$ cat src/rtl/barrier_pkg.sv
`timescale 1ns/1ps
// Package: shared state encoding for the barrier participant slots.
// Assumes nothing beyond its callers passing single-bit state.
package barrier_pkg;

    // Observable condition of one participant slot.
    typedef enum logic [1:0] {
        SLOT_IDLE = 2'd0,   // never arrived since reset
        SLOT_WAIT = 2'd1,   // arrived, release flag not yet equal to sense
        SLOT_FREE = 2'd2    // arrived and released
    } slot_state_e;

    // Classify a slot from its pending bit, its sense and the release flag.
    function automatic slot_state_e slot_decode(input logic pend,
                                                input logic sense,
                                                input logic rel);
        slot_state_e st;
        if (!pend) begin
            st = SLOT_IDLE;
        end else if (sense == rel) begin
            st = SLOT_FREE;
        end else begin
            st = SLOT_WAIT;
        end
        return st;
    endfunction

endpackage

$ cat src/rtl/barrier_slot.sv
`timescale 1ns/1ps
// Module: barrier_slot
// Holds one participant's private sense bit and pending flag. It accepts an
// arrive pulse unless the participant is already waiting, and flags an
// ignored pulse for one cycle.
// Assumes: rel_i is the shared release flag, registered in the same clock.
module barrier_slot
    import barrier_pkg::*;
(
    input  logic clk,
    input  logic rst_n,
    input  logic arrive_i,
    input  logic rel_i,
    output logic accept_o,
    output logic done_o,
    output logic err_o
);

    logic        pend_q;
    logic        sense_q;
    logic        err_q;
    slot_state_e st;

    // Decode the slot condition and gate the arrive pulse.
    always_comb begin
        st       = slot_decode(pend_q, sense_q, rel_i);
        accept_o = arrive_i && (st != SLOT_WAIT);
        done_o   = (st == SLOT_FREE);
    end

    // Flip the sense on accepted arrivals and record ignored ones.
    always_ff @(posedge clk) begin
        if (!rst_n) begin
            pend_q  <= 1'b0;
            sense_q <= 1'b0;
            err_q   <= 1'b0;
        end else begin
            err_q <= arrive_i && (st == SLOT_WAIT);
            if (accept_o) begin
                pend_q  <= 1'b1;
                sense_q <= ~sense_q;
            end
        end
    end

    assign err_o = err_q;

endmodule

$ cat src/rtl/barrier_tally.sv
`timescale 1ns/1ps
// Module: barrier_tally
// Sums all accepted arrivals of a cycle into the episode counter. When the
// sum reaches the configured total, it clears the counter and inverts the
// release flag. The new flag equals the new sense of every arriver.
// Assumes: total_i is between 1 and N_PART and is stable during an episode.
module barrier_tally #(
    parameter int N_PART = 4,
    parameter int CNT_W  = $clog2(N_PART + 1)
) (
    input  logic              clk,
    input  logic              rst_n,
    input  logic [N_PART-1:0] accept_i,
    input  logic [CNT_W-1:0]  total_i,
    output logic [CNT_W-1:0]  cnt_o,
    output logic              rel_o
);

    localparam int SUM_W = CNT_W + 1;

    logic [CNT_W-1:0] cnt_q;
    logic             rel_q;
    logic [SUM_W-1:0] pop;
    logic [SUM_W-1:0] sum;
    logic             complete;

    // Count the accepted arrivals and decide whether the episode completes.
    always_comb begin
        pop = '0;
        for (int i = 0; i < N_PART; i++) begin
            pop = pop + SUM_W'(accept_i[i]);
        end
        sum      = {1'b0, cnt_q} + pop;
        complete = (pop != '0) && (sum >= {1'b0, total_i});
    end

    // Advance the counter, or clear it and flip the flag on completion.
    always_ff @(posedge clk) begin
        if (!rst_n) begin
            cnt_q <= '0;
            rel_q <= 1'b0;
        end else if (complete) begin
            cnt_q <= '0;
            rel_q <= ~rel_q;
        end else begin
            cnt_q <= sum[CNT_W-1:0];
        end
    end

    assign cnt_o = cnt_q;
    assign rel_o = rel_q;

endmodule

$ cat src/rtl/sense_barrier.sv
`timescale 1ns/1ps
// Module: sense_barrier (top)
// Sense-reversing barrier for N_PART participants. One slot per participant
// plus a shared tally holding the arrival counter and the release flag.
// Assumes: total_i is between 1 and N_PART, is changed only under reset, and
// each participant arrives at most once per episode.
module sense_barrier #(
    parameter int N_PART = 4,
    parameter int CNT_W  = $clog2(N_PART + 1)
) (
    input  logic              clk,
    input  logic              rst_n,
    input  logic [N_PART-1:0] arrive_i,
    input  logic [CNT_W-1:0]  total_i,
    output logic [N_PART-1:0] done_o,
    output logic [N_PART-1:0] err_o
);

    logic [N_PART-1:0] accept;
    logic [CNT_W-1:0]  arr_cnt;
    logic              rel_flag;

    // One slot per participant.
    for (genvar k = 0; k < N_PART; k++) begin : g_slot
        barrier_slot u_slot (
            .clk      (clk),
            .rst_n    (rst_n),
            .arrive_i (arrive_i[k]),
            .rel_i    (rel_flag),
            .accept_o (accept[k]),
            .done_o   (done_o[k]),
            .err_o    (err_o[k])
        );
    end

    // Shared arrival counter and release flag.
    barrier_tally #(
        .N_PART (N_PART),
        .CNT_W  (CNT_W)
    ) u_tally (
        .clk      (clk),
        .rst_n    (rst_n),
        .accept_i (accept),
        .total_i  (total_i),
        .cnt_o    (arr_cnt),
        .rel_o    (rel_flag)
    );

endmodule

$ cat config.mk
export PLATFORM = sky130hd
export DESIGN_NAME = sense_barrier
export DESIGN_NICKNAME = d
export VERILOG_FILES = /design/src/rtl/barrier_pkg.sv /design/src/rtl/barrier_slot.sv /design/src/rtl/barrier_tally.sv /design/src/rtl/sense_barrier.sv
export SDC_FILE = /design/constraint.sdc
export NUM_CORES = 1
export LEC_CHECK = 0
export ABC_AREA = 1
export BUFFER_PORTS_ARGS = -buffer_cell sky130_fd_sc_hd__buf_2
export CAP_MARGIN = 20
export CORE_ASPECT_RATIO = 1.25
export CORE_MARGIN = 2
export CORE_UTILIZATION = 48
export CTS_CLUSTER_DIAMETER = 50
export CTS_CLUSTER_SIZE = 8
export DETAILED_ROUTE_END_ITERATION = 8
export MAX_ROUTING_LAYER = met4
export PLACE_DENSITY = 0.7
export RECOVER_POWER = 50
export REMOVE_ABC_BUFFERS = 1
export SLEW_MARGIN = 30
export SYNTH_ARGS = -nofsm -noshare
export SYNTH_HDL_FRONTEND = slang
export SYNTH_SLANG_ARGS = --single-unit
$ cat constraint.sdc
create_clock -name clk -period 3.15 [get_ports clk]
set_clock_uncertainty 0.05 [all_clocks]
set_input_delay 0.315 -clock clk [delete_from_list [all_inputs] [get_ports clk]]
set_output_delay 0.315 -clock clk [all_outputs]
set_load 0.03 [all_outputs]
==> results.txt <==
Outcome - finished, violations left
Failing checks - negative setup slack
Core Box Area - 1770 um2
Relative slew margins - 79.7%
Clock buffer depth - 2
Worst-Margin Slew - 0.304 ns
FILL cells - 152
DR WL/cell - 12.2 um
Die W - 42.8 um
Fmax - 0.297 GHz
Leak Pwr - 0.000728 uW
R2r endpoint - u_tally.rel_o
Layout Utilization - 73.9%
Cells after synthesis - 120
Skew-Pair Late Insertion Delay - 0.29 ns
CP max-delay cell - fa_1
Netlist Area Pre-Place - 901 um2
Pint - 614 uW
CTS Root Cell - clkbuf_4
WS Path Type - flip-flop to flip-flop
Area Growth Syn to Fin - 44.9%
Comb pwr share - 63.6%
Final worst slack - -0.219 ns
Chip height - 52.4 um
Ys Warns - 0
Post-route DRC - 0
Clock buffer count from CTS - 3
P_sw - 405 uW
Gr usage total - 26.1%
Crit path max fanout - 3
Critical path destination - u_tally.rel_o
Max VDD drop - 386 uV
PortBufs - 16
Power Density - 780 nW/um2
Max-slew violation count - 0
Fin crit period - 3.37 ns
First-pass GRT wire length - 4060 um
Vias - 866
Main area contributors after synthesis - dfxtp_1 36%, ha_1 11%, inv_1 10%
Die area - 2240 um2
CTS tree - built
Unrepaired setup endpoints after global routing - yes
Antenna diode count - 0
M1 WL - 844 um
Top Metal Used - met4
Yosys top cell by area - dfxtp_1
Fin nets - 187
R2R Setup Slk - -0.22 ns
Seq/Total Area, Yosys - 35.6%
Worst r2r path cells - 20
DPL Wire Length - 1250 um
Seq cells post-synth - 16
Design area - 1310 um2
Hold WC Path Type - primary input to flip-flop
Hold violation count in the final report - 0
Vias in the first global route - 943
WL met3 - 54 um
Layout cells sized above 1 - 47.0%
Reg-to-Reg Start - u_tally.rel_o
GP Congestion - 0.757
Rows - 17
Setup-failing EPs final - 4
Initial antenna violation count - 0
Max-cap violations - 0
Number of clock sinks - 16
Switching Fraction - 39.7%
Seq pwr share - 25.8%
H-tree Lvls - 1
Final period utilization - 107%
Critical path startpoint category - flip-flop
Vias per cell - 4.68
Router iterations before antenna repair - 4
Initial Util - 51.0%
Synth top area share - 35.6%
Total gr overflow - 0
Drt total wl - 2260 um
CP required - 3.32 ns
Post-cts hold buffer count - 0
CP endpoint kind - flip-flop
Clock power frac - 10.6%
DRT iter0 DRCs - 10
Largest net degree at the start of global routing - 9
WL met2 - 1250 um
Io pins - 17
Netlist cell types - 15
Syn Area/Cell - 7.51 um2
Worst Setup SP - u_tally.rel_o
Crit path DAT - 3.54 ns
Clock Pin Slew Worst Setup and Hold Paths - 0.08 ns
Final antenna-violating net count - 0
CP Cell Sequence - xor2_2 -> nand2_1 -> nand2_1 -> inv_2 -> ha_4 -> inv_2 -> fa_1 -> inv_1 -> ha_2 -> inv_2 -> fa_2 -> xor2_2 -> inv_1 -> ha_2 -> or2_4 -> a21oi_2 -> nand2_2 -> nand3_2 -> nand2_1 -> nor2_1
Area post-placement - 1050 um2
Slowest cell delay on critical path - 0.45 ns
## cell usage after synthesis
| cell | n |
|---|---|
| nor3_1 | 4 |
| nor2_1 | 14 |
| or2_2 | 1 |
| nand2_1 | 24 |
| inv_1 | 24 |
| buf_4 | 8 |
| dfxtp_1 | 16 |
| buf_6 | 1 |
| ha_1 | 8 |
| fa_1 | 2 |
| nand3b_1 | 1 |
| nand3_1 | 3 |
| xor2_1 | 5 |
| inv_2 | 1 |
| a21oi_1 | 8 |
## stage by stage
| step | instances | setup slack (ns) | total power, uW | TNS (ns) | hold WS [ns] |
|---|---|---|---|---|---|
| CTS | 188 | -0.258 | 953 | -1.19 | 0.220 |
| global route | 185 | -0.375 | 1120 | -1.38 | 0.247 |
| finish | 185 | -0.219 | 1020 | -0.736 | 0.226 |
| floorplan | 111 | -0.194 | 529 | -0.696 | 0.385 |
| detailed placement | 161 | -0.365 | 708 | -1.40 | 0.412 |
| global placement | 161 | -0.301 | 688 | -1.19 | 0.407 |
## kinds of logic after synthesis
group           synth area share (%)
simple gates                    21.3
buf+inv                         18.3
flops                           35.6
fa+ha+maj                       15.6
compound gates                  4.44
xor+xnor                        4.86
## worst min path at each step
stage | end | cells past startpoint | slack [ns] | from
after floorplan | g_slot[0].u_slot.sense_q | 2 | 0.39 | rst_n
after global placement | g_slot[2].u_slot.pend_q | 2 | 0.41 | g_slot[2].u_slot.pend_q
after detailed placement | g_slot[1].u_slot.pend_q | 2 | 0.41 | g_slot[1].u_slot.pend_q
after CTS | g_slot[0].u_slot.err_o | 3 | 0.22 | arrive_i[0]
after global routing | g_slot[1].u_slot.err_o | 3 | 0.25 | arrive_i[1]
final | g_slot[0].u_slot.err_o | 3 | 0.23 | arrive_i[0]
## timing repair
| item | CTS | global route |
|---|---|---|
| buffers inserted | 24 | 3 |
| pin swaps | 10 | 10 |
| setup endpoints to repair | 4 | 5 |
| gates resized for setup | 16 | 7 |
| hold endpoints to repair | 0 | 0 |
## area by class of cell
class / count / area (um2) / share of cell area [%]
Multi-Input combinational cell: 70 / 488 / 37.4
Timing Repair Buffer: 52 / 350 / 26.8
Sequential cell: 16 / 327 / 25.0
Inverter: 25 / 93.8 / 7.19
Tap cell: 19 / 23.8 / 1.82
Clock buffer: 3 / 22.5 / 1.73
## power by group through the flow
stage / registers, uW / clock network [uW] / logic [uW]
floorplan: 265 / 0 / 265
global placement: 257 / 0 / 431
detailed placement: 258 / 0 / 450
CTS: 258 / 111 / 585
global route: 266 / 117 / 741
finish: 262 / 108 / 648
## routing by layer
metal	track usage (%)	up-vias
li1	-	442
met1	25.6	393
met2	48.2	20
met3	3.10	11
met4	16.7	0
met5	-	-
## flip-flops by register name (all words and copies together) (netlist names)
name                   cells
g_slot.u_slot.pend_q       4
u_tally.cnt_o              3
g_slot.u_slot.sense_q      4
g_slot.u_slot.err_o        4
u_tally.rel_o              1
## critical path, delay by kind of cell (launching register included)
family / cells / cell delay [ns]
xor+xnor: 2 / 0.33
buf+inv: 5 / 0.26
simple gates: 7 / 0.77
flops: 1 / 0.38
fa+ha+maj: 5 / 1.39
compound gates: 1 / 0.11
## placed cells by master, fill, tap and decap left out
cell type	count
a21oi_1	6
a21oi_2	2
buf_2	16
buf_4	36
clkbuf_4	3
dfxtp_1	13
dfxtp_2	2
dfxtp_4	1
fa_1	1
fa_2	1
ha_1	5
ha_2	2
ha_4	1
inv_1	21
inv_2	4
nand2_1	21
nand2_2	3
nand3_1	2
nand3_2	1
nand3b_1	1
nor2_1	13
nor2_2	1
nor3_1	3
nor3_2	1
or2_4	1
xor2_1	2
xor2_2	3
(Power assumes the default switching activity.)
